`src/rtl/seg_pkg.sv`:
```
package seg_pkg;
  localparam int OFS_W       = 16;
  localparam int SEG_SHIFT   = 4;
  localparam int PA_W        = OFS_W + SEG_SHIFT;
  localparam int NSEG        = 4;
  localparam int SEL_W       = $clog2(NSEG);
  localparam int DISP_NARROW = 8;

  typedef enum logic [1:0] {
    SEG_ES = 2'd0,
    SEG_CS = 2'd1,
    SEG_SS = 2'd2,
    SEG_DS = 2'd3
  } seg_id_e;

  typedef enum logic [1:0] {
    ACC_DATA  = 2'd0,
    ACC_FETCH = 2'd1,
    ACC_STACK = 2'd2,
    ACC_SDST  = 2'd3
  } acc_e;

  typedef enum logic [2:0] {
    MD_DISP      = 3'd0,
    MD_BASE      = 3'd1,
    MD_INDEX     = 3'd2,
    MD_BASE_D    = 3'd3,
    MD_INDEX_D   = 3'd4,
    MD_BASE_IX_D = 3'd5,
    MD_RSV6      = 3'd6,
    MD_RSV7      = 3'd7
  } mode_e;

  function automatic logic mode_uses_base(input mode_e m);
    return (m == MD_BASE) || (m == MD_BASE_D) || (m == MD_BASE_IX_D);
  endfunction
endpackage

```
`src/rtl/seg_regfile.sv`:
```
module seg_regfile
  import seg_pkg::*;
#(
  parameter int W  = OFS_W,
  parameter int N  = NSEG,
  parameter int SW = SEL_W
) (
  input  logic                clk,
  input  logic                rst_n,
  input  logic                we,
  input  logic [SW-1:0]       sel,
  input  logic [W-1:0]        wdata,
  output logic [N-1:0][W-1:0] segs
);
  for (genvar g = 0; g < N; g++) begin : g_seg
    logic         load_en;
    logic [W-1:0] seg_q;

    always_comb load_en = we && (sel == SW'(g));

    always_ff @(posedge clk or negedge rst_n) begin
      if (!rst_n)       seg_q <= '0;
      else if (load_en) seg_q <= wdata;
    end

    assign segs[g] = seg_q;
  end
endmodule

```
`src/rtl/seg_ea_calc.sv`:
```
module seg_ea_calc
  import seg_pkg::*;
#(
  parameter int W  = OFS_W,
  parameter int DN = DISP_NARROW
) (
  input  acc_e         acc,
  input  mode_e        mode,
  input  logic         disp_wide,
  input  logic         base_sel,
  input  logic         idx_sel,
  input  logic [W-1:0] disp,
  input  logic [W-1:0] reg_ip,
  input  logic [W-1:0] reg_sp,
  input  logic [W-1:0] reg_bx,
  input  logic [W-1:0] reg_bp,
  input  logic [W-1:0] reg_si,
  input  logic [W-1:0] reg_di,
  output logic [W-1:0] ea
);
  logic [W-1:0] disp_ext;
  logic [W-1:0] base_v;
  logic [W-1:0] idx_v;
  logic [W-1:0] data_ea;

  always_comb begin
    disp_ext = disp_wide ? disp : {{(W-DN){disp[DN-1]}}, disp[DN-1:0]};
    base_v   = base_sel ? reg_bp : reg_bx;
    idx_v    = idx_sel  ? reg_di : reg_si;
  end

  always_comb begin
    unique case (mode)
      MD_BASE:      data_ea = base_v;
      MD_INDEX:     data_ea = idx_v;
      MD_BASE_D:    data_ea = base_v + disp_ext;
      MD_INDEX_D:   data_ea = idx_v + disp_ext;
      MD_BASE_IX_D: data_ea = base_v + idx_v + disp_ext;
      default:      data_ea = disp_ext;
    endcase
  end

  always_comb begin
    unique case (acc)
      ACC_FETCH: ea = reg_ip;
      ACC_STACK: ea = reg_sp;
      ACC_SDST:  ea = reg_di;
      default:   ea = data_ea;
    endcase
  end
endmodule

```
`src/rtl/seg_select.sv`:
```
module seg_select
  import seg_pkg::*;
(
  input  acc_e    acc,
  input  mode_e   mode,
  input  logic    base_sel,
  input  logic    ovr_en,
  input  seg_id_e ovr_seg,
  output seg_id_e seg_id
);
  seg_id_e data_default;

  always_comb begin
    data_default = (mode_uses_base(mode) && base_sel) ? SEG_SS : SEG_DS;
    unique case (acc)
      ACC_FETCH: seg_id = SEG_CS;
      ACC_STACK: seg_id = SEG_SS;
      ACC_SDST:  seg_id = SEG_ES;
      default:   seg_id = ovr_en ? ovr_seg : data_default;
    endcase
  end
endmodule

```
`src/rtl/seg_addr_gen.sv`:
```
module seg_addr_gen
  import seg_pkg::*;
(
  input  logic        clk,
  input  logic        rst_n,
  input  logic        seg_we,
  input  logic [1:0]  seg_sel,
  input  logic [15:0] seg_wdata,
  input  logic        req_valid,
  input  logic [1:0]  acc,
  input  logic [2:0]  mode,
  input  logic        disp_wide,
  input  logic        base_sel,
  input  logic        idx_sel,
  input  logic [15:0] disp,
  input  logic        ovr_en,
  input  logic [1:0]  ovr_seg,
  input  logic [15:0] reg_ip,
  input  logic [15:0] reg_sp,
  input  logic [15:0] reg_bx,
  input  logic [15:0] reg_bp,
  input  logic [15:0] reg_si,
  input  logic [15:0] reg_di,
  output logic [15:0] ea_out,
  output logic [19:0] pa_out,
  output logic        out_valid
);
  logic [NSEG-1:0][OFS_W-1:0] segs;
  logic [OFS_W-1:0]           ea_nxt;
  logic [PA_W-1:0]            pa_nxt;
  logic [OFS_W-1:0]           seg_val;
  seg_id_e                    seg_id;

  logic [OFS_W-1:0] ea_q;
  logic [PA_W-1:0]  pa_q;
  logic             vld_q;

  seg_regfile #(.W(OFS_W), .N(NSEG), .SW(SEL_W)) u_regs (
    .clk   (clk),
    .rst_n (rst_n),
    .we    (seg_we),
    .sel   (seg_sel),
    .wdata (seg_wdata),
    .segs  (segs)
  );

  seg_ea_calc #(.W(OFS_W), .DN(DISP_NARROW)) u_ea (
    .acc       (acc_e'(acc)),
    .mode      (mode_e'(mode)),
    .disp_wide (disp_wide),
    .base_sel  (base_sel),
    .idx_sel   (idx_sel),
    .disp      (disp),
    .reg_ip    (reg_ip),
    .reg_sp    (reg_sp),
    .reg_bx    (reg_bx),
    .reg_bp    (reg_bp),
    .reg_si    (reg_si),
    .reg_di    (reg_di),
    .ea        (ea_nxt)
  );

  seg_select u_sel (
    .acc      (acc_e'(acc)),
    .mode     (mode_e'(mode)),
    .base_sel (base_sel),
    .ovr_en   (ovr_en),
    .ovr_seg  (seg_id_e'(ovr_seg)),
    .seg_id   (seg_id)
  );

  always_comb begin
    seg_val = segs[seg_id];
    pa_nxt  = {seg_val, {SEG_SHIFT{1'b0}}} + {{SEG_SHIFT{1'b0}}, ea_nxt};
  end

  always_ff @(posedge clk or negedge rst_n) begin
    if (!rst_n) begin
      vld_q <= 1'b0;
    end else begin
      vld_q <= req_valid;
    end
  end

  always_ff @(posedge clk or negedge rst_n) begin
    if (!rst_n) begin
      ea_q <= '0;
      pa_q <= '0;
    end else if (req_valid) begin
      ea_q <= ea_nxt;
      pa_q <= pa_nxt;
    end
  end

  assign ea_out    = ea_q;
  assign pa_out    = pa_q;
  assign out_valid = vld_q;
endmodule

```
`config.mk`:
```
export PLATFORM = sky130hd
export DESIGN_NAME = seg_addr_gen
export DESIGN_NICKNAME = d
export VERILOG_FILES = /design/src/rtl/seg_pkg.sv /design/src/rtl/seg_regfile.sv /design/src/rtl/seg_ea_calc.sv /design/src/rtl/seg_select.sv /design/src/rtl/seg_addr_gen.sv
export SDC_FILE = /design/constraint.sdc
export NUM_CORES = 1
export LEC_CHECK = 0
export ABC_AREA = 0
export BUFFER_PORTS_ARGS = -buffer_cell sky130_fd_sc_hd__clkbuf_2
export CAP_MARGIN = 5
export CORE_ASPECT_RATIO = 0.8
export CORE_UTILIZATION = 45
export DETAILED_ROUTE_END_ITERATION = 10
export PLACE_DENSITY = 0.68
export SETUP_SLACK_MARGIN = 0.1
export SLEW_MARGIN = 20
export SYNTH_ARGS = -nofsm -noshare
export SYNTH_HDL_FRONTEND = slang
export SYNTH_SLANG_ARGS = --single-unit
```
`constraint.sdc`:
```
create_clock -name clk -period 4.1 [get_ports clk]
set_clock_uncertainty 0.2 [all_clocks]
set_input_delay 0.205 -clock clk [delete_from_list [all_inputs] [get_ports clk]]
set_output_delay 0.205 -clock clk [all_outputs]
set_load 0.005 [all_outputs]
```
# [Word level (Yosys, flattened, before mapping)]
# Cells that the tools add are included.
[totals] ff_bits=101 in_bits=145 out_inout_bits=37 word_cells=42
[classes] add_sub_neg=5 magnitude_cmp=1 eq_ne=11 mux=10 reduce_logical=8
[ops] op="16-bit case mux with 5 select lines" count=1
[ops] op="16-bit adder" count=4
[ops] op="16-bit 2-to-1 mux" count=4
[ops] op="16-bit case mux with 3 select lines" count=1
[ops] op="16-bit binary-select mux with 2-bit select" count=1
[ops] op="20-bit by 16-bit adder with 20-bit output" count=1
[ops] op="2-bit == test, second input constant" count=4
[ops] op="3-bit by 2-bit == test with 1-bit output, second input constant" count=2
[ops] op="3-bit == test, second input constant" count=2
[ops] op="2-bit case mux with 3 select lines" count=1
[ops] op="1-bit logical AND" count=5
[ops] op="2-bit by 1-bit == test with 1-bit output, second input constant" count=2
[ops] op="3-bit by 1-bit == test with 1-bit output, second input constant" count=1
[ops] op="2-bit by 3-bit < comparator with 1-bit output, second input constant" count=1
[ops] op="2-bit logical NOT" count=1
[ops] op="1-bit logical OR" count=2
[ops] op="2-bit 2-to-1 mux" count=1
[ops] op="1-bit 2-to-1 mux" count=1

# [Logic depth before layout (Yosys ltp)]
# Gate-level depths: netlist (run 1).
[depth] ltp_word=10 ltp_mapped=25 mapped_depth_nobuf=20

# [Modules after synthesis]
# A second synthesis (run 1) with hierarchy kept.
[unflattened] cells_unflattened=851 hier_area_um2=8473.1
[modules_own_cells] module="seg_ea_calc" n_inst=1 cells_per_inst=497 area_per_inst_um2=3621.0 seq_area_each_um2=0.0
[modules_own_cells] module="seg_regfile" n_inst=1 cells_per_inst=136 area_per_inst_um2=2411.1 seq_area_each_um2=1601.5
[modules_own_cells] module="seg_addr_gen" n_inst=1 cells_per_inst=212 area_per_inst_um2=2403.6 seq_area_each_um2=825.8
[modules_own_cells] module="seg_select" n_inst=1 cells_per_inst=6 area_per_inst_um2=37.5 seq_area_each_um2=0.0

# [Worst setup path before layout (run 1)]
# OpenSTA, ideal clock, no wires.
[synth_path] kind="input to register" start="in idx_sel" end="reg pa_q[16], in the netlist pa_out[16]" setup_time_ns=0.125 arrival_time_ns=5.167 required_time_ns=3.775 path_slack_ns=-1.392 path_stages=20 n_path_buf=2 cell_sequence="clkbuf_1 > buf_1 > mux2_2 > fa_1 > ha_1 > fa_1 > a211oi_1 > nor2_1 > o311a_1 > or3_1 > a31oi_1 > o21ai_0 > a31o_2 > ha_1 > a21oi_1 > o21ai_0 > nor3_1 > a21oi_1 > xor2_1 > mux2_2"
[synth_between] elab_chain_len=6 word_cells_on_any_way=7 classes_between="add/sub (4); mux (3)"
[synth_lines] element="start, declared" line_no="seg_addr_gen.sv:14" text="input logic idx_sel,"
[synth_lines] element="16-bit 2-to-1 mux *" line_no="seg_ea_calc.sv:29" text="idx_v = idx_sel ? reg_di : reg_si;"
[synth_lines] element="16-bit adder (2 in series)" line_no="seg_ea_calc.sv:38" text="MD_BASE_IX_D: data_ea = base_v + idx_v + disp_ext;"
[synth_lines] element="16-bit case mux with 5 select lines *" line_no="seg_ea_calc.sv:33" text="unique case (mode)"
[synth_lines] element="16-bit case mux with 3 select lines *" line_no="seg_ea_calc.sv:44" text="unique case (acc)"
[synth_lines] element="named net ea_nxt[11]" line_no="seg_addr_gen.sv:29" text="logic [OFS_W-1:0] ea_nxt;"
[synth_lines] element="20-bit by 16-bit adder with 20-bit output *" line_no="seg_addr_gen.sv:74" text="pa_nxt = {seg_val, {SEG_SHIFT{1'b0}}} + {{SEG_SHIFT{1'b0}}, ea_nxt};"
[synth_lines] element="end signal, assigned" line_no="seg_addr_gen.sv:91" text="pa_q <= pa_nxt;"
[synth_lines] element="end, declared" line_no="seg_addr_gen.sv:35" text="logic [PA_W-1:0] pa_q;"
# The timed path passes the listed nets; every way through them passes the cells marked *.
# A chain may end at the register's enable or synchronous reset.

# [Final worst setup path (run 1)]
[layout_path] start="in base_sel" end="reg pa_q[11], in the netlist pa_out[11]"
[layout_between] word_cells_on_any_way=13 classes_between="add/sub (4); mux (8); reduce/logical (1)"
[layout_lines] element="start, declared" line_no="seg_addr_gen.sv:13" text="input logic base_sel,"
[layout_lines] element="16-bit 2-to-1 mux *" line_no="seg_ea_calc.sv:28" text="base_v = base_sel ? reg_bp : reg_bx;"
[layout_lines] element="16-bit adder (2 in series)" line_no="seg_ea_calc.sv:38"
[layout_lines] element="16-bit case mux with 5 select lines *" line_no="seg_ea_calc.sv:33"
[layout_lines] element="16-bit case mux with 3 select lines *" line_no="seg_ea_calc.sv:44"
[layout_lines] element="named net ea_nxt[8]" line_no="seg_addr_gen.sv:29"
[layout_lines] element="20-bit by 16-bit adder with 20-bit output *" line_no="seg_addr_gen.sv:74"
# The timed path passes the listed nets; every way through them passes the cells marked *. The select of a mux whose other input is x is not followed.

==> results_dict.tcl, run 1 <==
set metrics [dict create \
    drtIter0Drc 666 \
    avgSynthCellArea_um2 9.34 \
    post-route-drc-count 0 \
    ir_drop_mv 0.276 \
    swShare_pct 36.5 \
    synth_edf_count 0 \
    die_w_um 153 \
    synth_area_leaders "dfrtp_1, mux2_2, ha_1" \
    dp_hpwl_um 21600 \
    wl_per_cell_um 19.7 \
    cts_htree_levels 3 \
    synth_area_leader_cell "dfrtp_1" \
    synth.cell_area_mm2 0.00822 \
    leakagePower_uw 0.00563 \
    pwr-share-comb_pct 53.8 \
    yosys.area.top_type_share_pct 29.5 \
    antenna_cells 0 \
    stdcell_count 1471 \
    clock_path_buffers 2 \
    worst-setup-path-type "in2reg" \
    synth-seq-cells 97 \
    yosysMostFrequentCell "mux2_2" \
    port_buffers 181 \
    place_area_mm2 0.0107 \
    gp_congestion 0.971 \
    insertion_delay_ps 350 \
    grt.total_usage_pct 30.6 \
    start_util_pct 46.7 \
    cts_buffers 9 \
    cts.reportedPaths.clkPinSlew_ps 70 \
    final_hold_viol_count 0 \
    multiInputGateArea_mm2 0.00624 \
    rsz0062_at_grt "yes" \
    setup_tns_ps -3320 \
    syn_inst 880 \
    violations "negative setup slack" \
    yosys.area_share.simple_pct 12.1 \
    setup_ws_ps -419 \
    grt_pass1_vias 8566 \
    report.final.slew_viol_count 0 \
    first_pass_iters 5 \
    pre_cts_ws_ps -1010 \
    required_ps 4110 \
    fmax_mhz 221 \
    synth_commonest_cells "mux2_2, dfrtp_1, nand2_1" \
    synthArstFlopShare_pct 100 \
    place_inst 1408 \
    layout-drive-gt1-share_pct 50.8 \
    min_path_type "in2reg" \
    cts-root-buf "clkbuf_16" \
    cap_violations 0 \
    drt_wl_total_um 29000 \
    switchingPower_uw 1730 \
    period_minus_slack_ps 4520 \
    synth_top_family_by_area "multiplexers" \
    worstPathArrival_ps 4530 \
    grt_max_degree 58 \
    synth-xor-area-share_pct 3.09 \
    dr_total_vias 8728 \
    final_nets 1445 \
    ys_seq_area_share_pct 29.5 \
    p_clk_share_pct 18.7 \
    clock-sinks 97 \
    power_uw 4730 \
    synth-compound-area-share_pct 20.4 \
    fillCellCount 1378 \
    finalCritPeriodShare_pct 110 \
    die_height_um 123 \
    viasPerCell 5.93 \
    p_int_uw 3010 \
    cts_tree "yes" \
    startpoint_type "input port" \
    endpoint_kind "flop" \
    slew_headroom_pct 32.2 \
    gr-total-overflow 0 \
    antenna_found_initial 0 \
    synthAdderAreaFrac_pct 10.6 \
    synthDistinctLibCells 62 \
    outcome "finished, violations left" \
    fp-row-count 43 \
    die_area_mm2 0.0188 \
    synth_ff_type "dfrtp_1" \
    synth_nets 1084 \
    path_max_fanout 5 \
    core_mm2 0.0176 \
    regArea_mm2 0.00243 \
    drtAntennaViolNets 0 \
    finalSetupViolCount 12 \
    grt_pass1_wl_um 44500 \
    seqPwrFrac_pct 27.6 \
    powerDensity_mw_per_mm2 392 \
    synth_warnings 0 \
    syn2layout_area_growth_pct 47.0 \
    worstMarginPinSlew_ps 1010 \
    synth_mux_area_share_pct 20.7 \
    io_pins 182 \
    final_cell_area_mm2 0.0121 \
]
[worst max-delay path, stage by stage]
cell and delay (ps):
buf_8 110, mux2_4 310, fa_1 490, ha_1 340
a211o_1 340, a211oi_2 270, buf_4 170, a21o_1 160
buf_6 130, xnor2_4 110, o221ai_2 100, o211ai_1 160
nand2_1 150, ha_4 280, buf_6 110, o211ai_1 320
nand2_1 90, o31a_1 170, buf_4 160, buf_6 120
xnor2_4 170, a21oi_2 80
[placed cells by master (no fill, tap or decap), drive strengths merged, types with 5 or more instances in the layout]
cell         instances
mux2               130
dlygate4sd3         18
a21o                17
nor2                40
a211o                5
or2                  6
o221ai               7
xnor2               16
a21oi               60
dfrtp               97
fa                  18
nand3               11
a221oi               5
and3                16
nor3                12
nand2b               6
a22oi               15
a31oi               26
o21ai               51
clkbuf             190
o21a                 9
ha                  41
a211oi              19
nand2               95
mux2i               21
inv                 21
o211ai               9
buf                208
xor2                13
nor2b                7
o22ai                5
[metrics by stage]
step                      hold WS [ps]  util [%]
after floorplan                   -291         -
after global placement             119      60.8
after detailed placement           125      60.8
after CTS                         4.56      66.3
after global routing              46.4      68.7
final                             8.36      68.7
[power groups by stage]
stage          registers (uW)  logic, uW  clock network [uW]
3_3_place_gp             1310       1980                   0
4_1_cts                  1300       2280                 891
2_1_floorplan            1280       1190                   0
3_5_place_dp             1320       2030                   0
5_1_grt                  1330       2730                 933
6_report                 1310       2540                 883
[state kept, by name, summed over array words and instances, names as in the netlist]
signal and flops:
u_regs.g_seg.seg_q 64, ea_out 12, pa_out 20, out_valid 1
[repair_timing]
action | CTS | global route
gates resized for setup | 77 | 56
setup buffers | 21 | 10
pin swaps | 51 | 59
endpoints found under the hold margin | 121 | 0
endpoints found under the setup margin | 13 | 13
hold buffers | 18 | 0
[routing by layer]
metal  up-vias  wire length [um]  global-route usage, %
met5         -                 0                      0
met4         0               927                   9.97
met3        75              2130                   5.97
met2       380             13400                   50.1
met1      4290             12500                   40.8
li1       3983                 -                      -
[path summary, 6_finish.rpt]
| kind | end | cells past startpoint | slack (ps) | startpoint |
|---|---|---|---|---|
| min reg2reg | u_regs.g_seg[2].seg_q[10] | 1 | 310 | u_regs.g_seg[2].seg_q[10] |
| max in group asynchronous | u_regs.g_seg[1].seg_q[3] | 3 | 2420 | rst_n |
| max | pa_out[11] | 22 | -420 | base_sel |
| min | pa_out[0] | 3 | 8 | reg_ip[0] |
| max reg2reg | pa_out[11] | 11 | 1270 | u_regs.g_seg[3].seg_q[1] |
| min in group asynchronous | u_regs.g_seg[1].seg_q[1] | 2 | 270 | rst_n |
[cells by family (layout without fill, tap and decap cells)]
| kind of cell | after synthesis | count (layout) |
|---|---|---|
| buffers and inverters | 73 | 439 |
| muxes | 152 | 152 |
| AOI/OAI and AO/OA | 257 | 257 |
| adders and majority gates | 59 | 59 |
| and+or+nand+nor | 213 | 213 |
| DFF | 97 | 97 |
| xor gates and xnor gates | 29 | 29 |
[area by class of cell]
type	count	share of cell area [%]
clock inverter	5	0.580
timing repair buffer	405	22.7
multi-input combinational	710	51.7
tap	225	2.33
sequential	97	20.1
inverter	18	0.559
clock buffer	11	2.01
No activity file was read; power rests on OpenSTA's default activity.
==> run 2, diff against run 1 <==
--- a/config.mk
+++ b/config.mk
@@ -10,6 +10,7 @@
 export CAP_MARGIN = 5
 export CORE_ASPECT_RATIO = 0.8
 export CORE_UTILIZATION = 45
+export CTS_BUF_LIST = sky130_fd_sc_hd__clkbuf_16
 export DETAILED_ROUTE_END_ITERATION = 10
 export PLACE_DENSITY = 0.68
 export SETUP_SLACK_MARGIN = 0.1
==> run 2 against run 1 <==
  * The flow still finishes with violations (negative setup slack)
  * Combinational power is 5% lower
  * Clock power is 2.8% lower
  * Sequential share of layout area is 0.34 points higher
  * Critical endpoint is now pa_out[15]
  * Highest routed layer unchanged
  * Non-clock buffer count is 6 lower
  * First-iteration DRC count is 12% lower
  * Maximum frequency is 0.42% higher
  * Sequential cell count stayed put
  * Worst setup slack better by 19 ps
  * Count of clock-buffer cells in the layout is 2 lower
  * Final cell count is 0.41% lower
  * Die area stayed put
==> results_dict.tcl, run 2 (synthesis results as in run 1) <==
set metrics [dict create \
    ir_drop_mv 0.256 \
    die_area_mm2 0.0188 \
    place_inst 1408 \
    antenna_cells 0 \
    antenna_found_initial 0 \
    die_height_um 123 \
    setup_ws_ps -400 \
    report.final.slew_viol_count 0 \
    final_cell_area_mm2 0.0119 \
    violations "negative setup slack" \
    ff2ff_path_depth 10 \
    gp_congestion 0.971 \
    path_max_fanout 5 \
    min_path_type "in2reg" \
    endpoint_kind "flop" \
    finalSetupViolCount 11 \
    largest_reg_flops 64 \
    die_w_um 153 \
    cts-root-buf "clkbuf_16" \
    hold-path-cell-count 3 \
    finalCritPeriodShare_pct 110 \
    final_nets 1439 \
    power_uw 4580 \
    io_pins 182 \
    worst-r2r-setup-slack_ps 1180 \
    hold_start "reg_ip[0]" \
    grt_max_degree 58 \
    wl_per_cell_um 19.4 \
    setup_tns_ps -3600 \
    port_buffers 181 \
    dr_total_vias 8570 \
    clock-sinks 97 \
    core_mm2 0.0176 \
    period_minus_slack_ps 4500 \
    worstMarginPinSlew_ps 1010 \
    drtIter0Drc 587 \
    crit_chain "buf_8 > mux2_4 > fa_1 > ha_1 > a211o_1 > a211oi_2 > buf_4 > a21o_1 > o21ai_2 > xor2_2 > a221oi_2 > o21ai_1 > ha_1 > o211ai_1 > buf_4 > a21oi_4 > o31ai_4 > a21boi_1 > xor2_1 > mux2_2" \
    first_pass_iters 5 \
    outcome "finished, violations left" \
    insertion_delay_ps 340 \
    fmax_mhz 222 \
    start_util_pct 46.7 \
    gr-total-overflow 0 \
    leakagePower_uw 0.00556 \
    required_ps 4130 \
    place_area_mm2 0.0107 \
    post-route-util_pct 67.5 \
    cts_buffers 9 \
    cts.reportedPaths.clkPinSlew_ps 70 \
    final_cell_mix "buf_4, clkbuf_2, mux2_2, dfrtp_1, nand2_1" \
    cap_violations 0 \
    dp_hpwl_um 21600 \
    rsz0062_at_grt "yes" \
    stdcell_count 1465 \
    cts_htree_levels 3 \
    worstPathArrival_ps 4530 \
    clock_path_buffers 2 \
    timing.rr.end "pa_out[13]" \
    layout-drive-gt1-share_pct 49.7 \
    crit_path_max_incr_delay_ps 490 \
    fp-row-count 43 \
    cp_slowest_cell "fa_1" \
    worstReg2RegStart "u_regs.g_seg[3].seg_q[1]" \
    final_hold_viol_count 0 \
    powerDensity_mw_per_mm2 385 \
    post-route-drc-count 0 \
    drtAntennaViolNets 0 \
    holdPathEnd "pa_out[0]" \
    grt_pass1_wl_um 44000 \
    grt_pass1_vias 8444 \
    regMostFlops "u_regs.g_seg.seg_q" \
    syn2layout_area_growth_pct 44.6 \
    grt.total_usage_pct 30.2 \
    viasPerCell 5.85 \
    worst-setup-path-type "in2reg" \
    slew_headroom_pct 32.3 \
    cts_tree "yes" \
    layout_commonest_cell "buf_4" \
    startpoint_type "input port" \
    drt_wl_total_um 28400 \
    fillCellCount 1410 \
]
-- run 2: how the worst max path moves through the flow --
stage,start,to,slack (ps),depth (start not counted)
floorplan,base_sel,pa_out[19],-540,21
global placement,idx_sel,pa_out[19],-910,22
detailed placement,idx_sel,pa_out[19],-1010,22
CTS,idx_sel,pa_out[16],-410,18
global route,base_sel,pa_out[17],-640,21
finish,base_sel,pa_out[15],-400,20
-- run 2: metrics by stage --
stage,setup WS [ps],hold WS (ps)
2_1_floorplan,-538,-291
3_3_place_gp,-913,119
3_5_place_dp,-1010,125
4_1_cts,-407,4.54
5_1_grt,-638,46.3
6_report,-400,9.47
-- run 2: per-layer routing --
layer | share of wire (%) | vias up | track usage, % | wire [um]
met3 | 6.6 | 49 | 5.30 | 1890
li1 | - | 3980 | - | -
met1 | 45 | 4207 | 40.9 | 12700
met2 | 46 | 334 | 49.9 | 13200
met5 | 0 | - | 0 | 0
met4 | 2.3 | 0 | 8.02 | 647
-- run 2: area by class of cell --
cell class              count  area, um^2  area share (%)
clock buffers               9         225            1.90
clock inverters             7        77.6           0.653
inverters                  18        67.6           0.569
multi-input cells         710        6120            51.5
flip-flops and latches     97        2430            20.4
well taps                 225         282            2.37
repair buffers            399        2680            22.5
-- run 2: what timing repair did --
| item | in CTS | in global routing |
|---|---|---|
| setup endpoints to repair | 13 | 13 |
| hold endpoints to repair | 121 | 0 |
| gates resized for setup | 50 | 56 |
| pin swaps | 33 | 34 |
| setup buffers | 13 | 11 |
| hold buffers | 18 | 0 |
-- run 2: worst max-delay path, delay by kind of cell --
| family | cells | cell delay, ps |
|---|---|---|
| compound gates | 10 | 1850 |
| fa+ha+maj | 3 | 1180 |
| mux | 2 | 580 |
| buf+inv | 3 | 430 |
| xor+xnor | 2 | 290 |
-- run 2: power by group --
part           internal [uW]  switching (uW)  total, uW
Combinational           1260            1160       2410
Sequential              1170             135       1300
Clock                    481             378        858
Total                   2910            1670       4580
==> run 3, diff against run 2 <==
--- a/config.mk
+++ b/config.mk
@@ -9,6 +9,7 @@
 export BUFFER_PORTS_ARGS = -buffer_cell sky130_fd_sc_hd__clkbuf_2
 export CAP_MARGIN = 5
 export CORE_ASPECT_RATIO = 0.8
+export CORE_MARGIN = 1.5
 export CORE_UTILIZATION = 45
 export CTS_BUF_LIST = sky130_fd_sc_hd__clkbuf_16
 export DETAILED_ROUTE_END_ITERATION = 10
==> run 3 against run 2 <==
  * Design area up 0.88%
  * Sequential power is essentially flat
  * Hold slack better by 6.6 ps
  * Critical path depth grew 1
  * Worst setup slack got worse by 56 ps
  * Clock power rose by 5.2%
  * The flow still finishes with violations (negative setup slack)
  * Register-to-register slack improved by 100 ps
  * Combinational power rose by 3%
  * Count of clock-buffer cells in the layout stayed put
  * Sequential share of layout area is 0.18 points lower
  * Final cell count shrank 0.14%
  * Critical path type unchanged
  * Utilization rose by 0.60 points
==> results_dict.tcl, run 3 (synthesis results as in run 1) <==
set metrics [dict create \
    swShare_pct 36.5 \
    antenna_found_initial 0 \
    endpoint_kind "flop" \
    seqPwrFrac_pct 27.6 \
    outcome "finished, violations left" \
    cap_violations 0 \
    grt_max_degree 80 \
    dp_hpwl_um 21200 \
    die_height_um 124 \
    largest_reg_flops 64 \
    cts_htree_levels 3 \
    wl_per_cell_um 19.7 \
    drt_wl_total_um 28800 \
    die_w_um 154 \
    viasPerCell 5.83 \
    report.final.slew_viol_count 0 \
    min_path_type "in2reg" \
    violations "negative setup slack" \
    p_clk_share_pct 19.2 \
    pwr-share-comb_pct 53.1 \
    layout-drive-gt1-share_pct 50.2 \
    finalCritPeriodShare_pct 111 \
    crit_path_max_incr_delay_ps 440 \
    path_max_fanout 3 \
    setup_tns_ps -4030 \
    hold_start "reg_ip[0]" \
    gr-total-overflow 0 \
    crit_chain "clkbuf_16 > buf_6 > mux2_4 > fa_2 > ha_4 > fa_2 > a211oi_2 > nor2_2 > o311a_1 > or3_1 > a31oi_2 > o21ai_2 > a31o_2 > ha_4 > a21oi_4 > o21ai_2 > nor3_2 > a21oi_2 > nand3_1 > xnor2_1 > a21oi_1" \
    layout_commonest_cell "clkbuf_2" \
    period_minus_slack_ps 4560 \
    core_mm2 0.0176 \
    cp_top_family "compound AO/OA/AOI/OAI gates" \
    antenna_cells 0 \
    drtIter0Drc 650 \
    grt_pass1_wl_um 44400 \
    worst-r2r-setup-slack_ps 1280 \
    rsz0062_at_grt "yes" \
    clock-sinks 97 \
    hold-path-cell-count 3 \
    die_area_mm2 0.0191 \
    gp_congestion 0.989 \
    fp-row-count 43 \
    final_nets 1437 \
    slew_headroom_pct 30.4 \
    cts_tree "yes" \
    required_ps 4120 \
    io_pins 182 \
    cp_slowest_cell "fa_2" \
    port_buffers 181 \
    worst-path-buf-inv 2 \
    worstPathArrival_ps 4580 \
    final_cell_mix "clkbuf_2, buf_4, mux2_2, dfrtp_1, nand2_1" \
    drtAntennaViolNets 0 \
    first_pass_iters 5 \
    insertion_delay_ps 350 \
    clock_path_buffers 2 \
    cts.reportedPaths.clkPinSlew_ps 70 \
    worstMarginPinSlew_ps 1040 \
    syn2layout_area_growth_pct 45.8 \
    regMostFlops "u_regs.g_seg.seg_q" \
    grt.total_usage_pct 29.9 \
    final_hold_viol_count 0 \
    powerDensity_mw_per_mm2 392 \
    dr_total_vias 8531 \
    leakagePower_uw 0.00558 \
    grt_pass1_vias 8495 \
    start_util_pct 46.7 \
    startpoint_type "input port" \
    switchingPower_uw 1720 \
    p_int_uw 2980 \
    pre_cts_ws_ps -934 \
    ir_drop_mv 0.280 \
    fmax_mhz 219 \
    worstReg2RegStart "u_regs.g_seg[3].seg_q[1]" \
    setup_ws_ps -456 \
    cts_buffers 9 \
    post-route-drc-count 0 \
    holdPathEnd "pa_out[0]" \
    finalSetupViolCount 11 \
    regArea_mm2 0.00243 \
    fillCellCount 1363 \
    cts-root-buf "clkbuf_16" \
    multiInputGateArea_mm2 0.00616 \
    worst-setup-path-type "in2reg" \
    ff2ff_path_depth 12 \
    timing.rr.end "pa_out[9]" \
]
run 3: layout make-up:
type | instances | area share [%]
Timing Repair Buffer | 397 | 22.7
Sequential cell | 97 | 20.3
Inverter | 18 | 0.564
Multi-Input combinational cell | 710 | 51.4
Tap cell | 225 | 2.35
Clock inverter | 7 | 0.804
Clock buffer | 9 | 1.88
run 3: what timing repair did:
item / CTS / global route
endpoints found under the setup margin: 12 / 13
pin swaps: 51 / 48
resized for setup: 69 / 55
setup buffers: 19 / 13
hold buffers: 18 / 0
endpoints found under the hold margin: 143 / 0
run 3: worst max-delay path by stage:
stage          startpoint    endpoint  slack [ps]  depth (start not counted)
6_report          idx_sel  pa_out[18]        -460                         21
5_1_grt           idx_sel  pa_out[18]        -560                         21
4_1_cts           idx_sel  pa_out[18]        -330                         21
3_5_place_dp     base_sel  pa_out[18]        -930                         20
3_3_place_gp     base_sel  pa_out[19]        -860                         20
2_1_floorplan    base_sel  pa_out[19]        -540                         21
run 3: metrics by stage:
step	total power [uW]	instance area [um^2]	util [%]	cells	hold slack, ps
final	4700	12000	68.1	1463	16.1
after global routing	4970	12000	68.1	1463	30.1
after floorplan	2470	8430	-	880	-291
after detailed placement	3330	10600	60.4	1399	247
after global placement	3300	10600	60.4	1399	236
after CTS	4460	11600	65.9	1451	18.9
run 3: power by group through the flow:
stage	combinational [uW]	sequential (uW)	clock [uW]
2_1_floorplan	1190	1280	0
3_3_place_gp	1990	1300	0
3_5_place_dp	2020	1310	0
4_1_cts	2250	1290	913
5_1_grt	2700	1320	951
6_report	2490	1300	903
run 3: worst register-to-register path: cells and delay by family, from the launching register on:
kind            cells  cell delay [ps]
compound gates      4              940
fa+ha+maj           1              290
buf+inv             3              340
flops               1              350
mux                 1              260
xor+xnor            1              110
simple gates        2              230
run 3: layer usage:
layer | GRT usage, % | wire length [um] | vias up
met5 | 0 | 0 | -
met4 | 8.19 | 704 | 0
met3 | 4.66 | 2050 | 52
met2 | 49.1 | 13200 | 358
met1 | 41.2 | 12900 | 4150
li1 | - | - | 3971
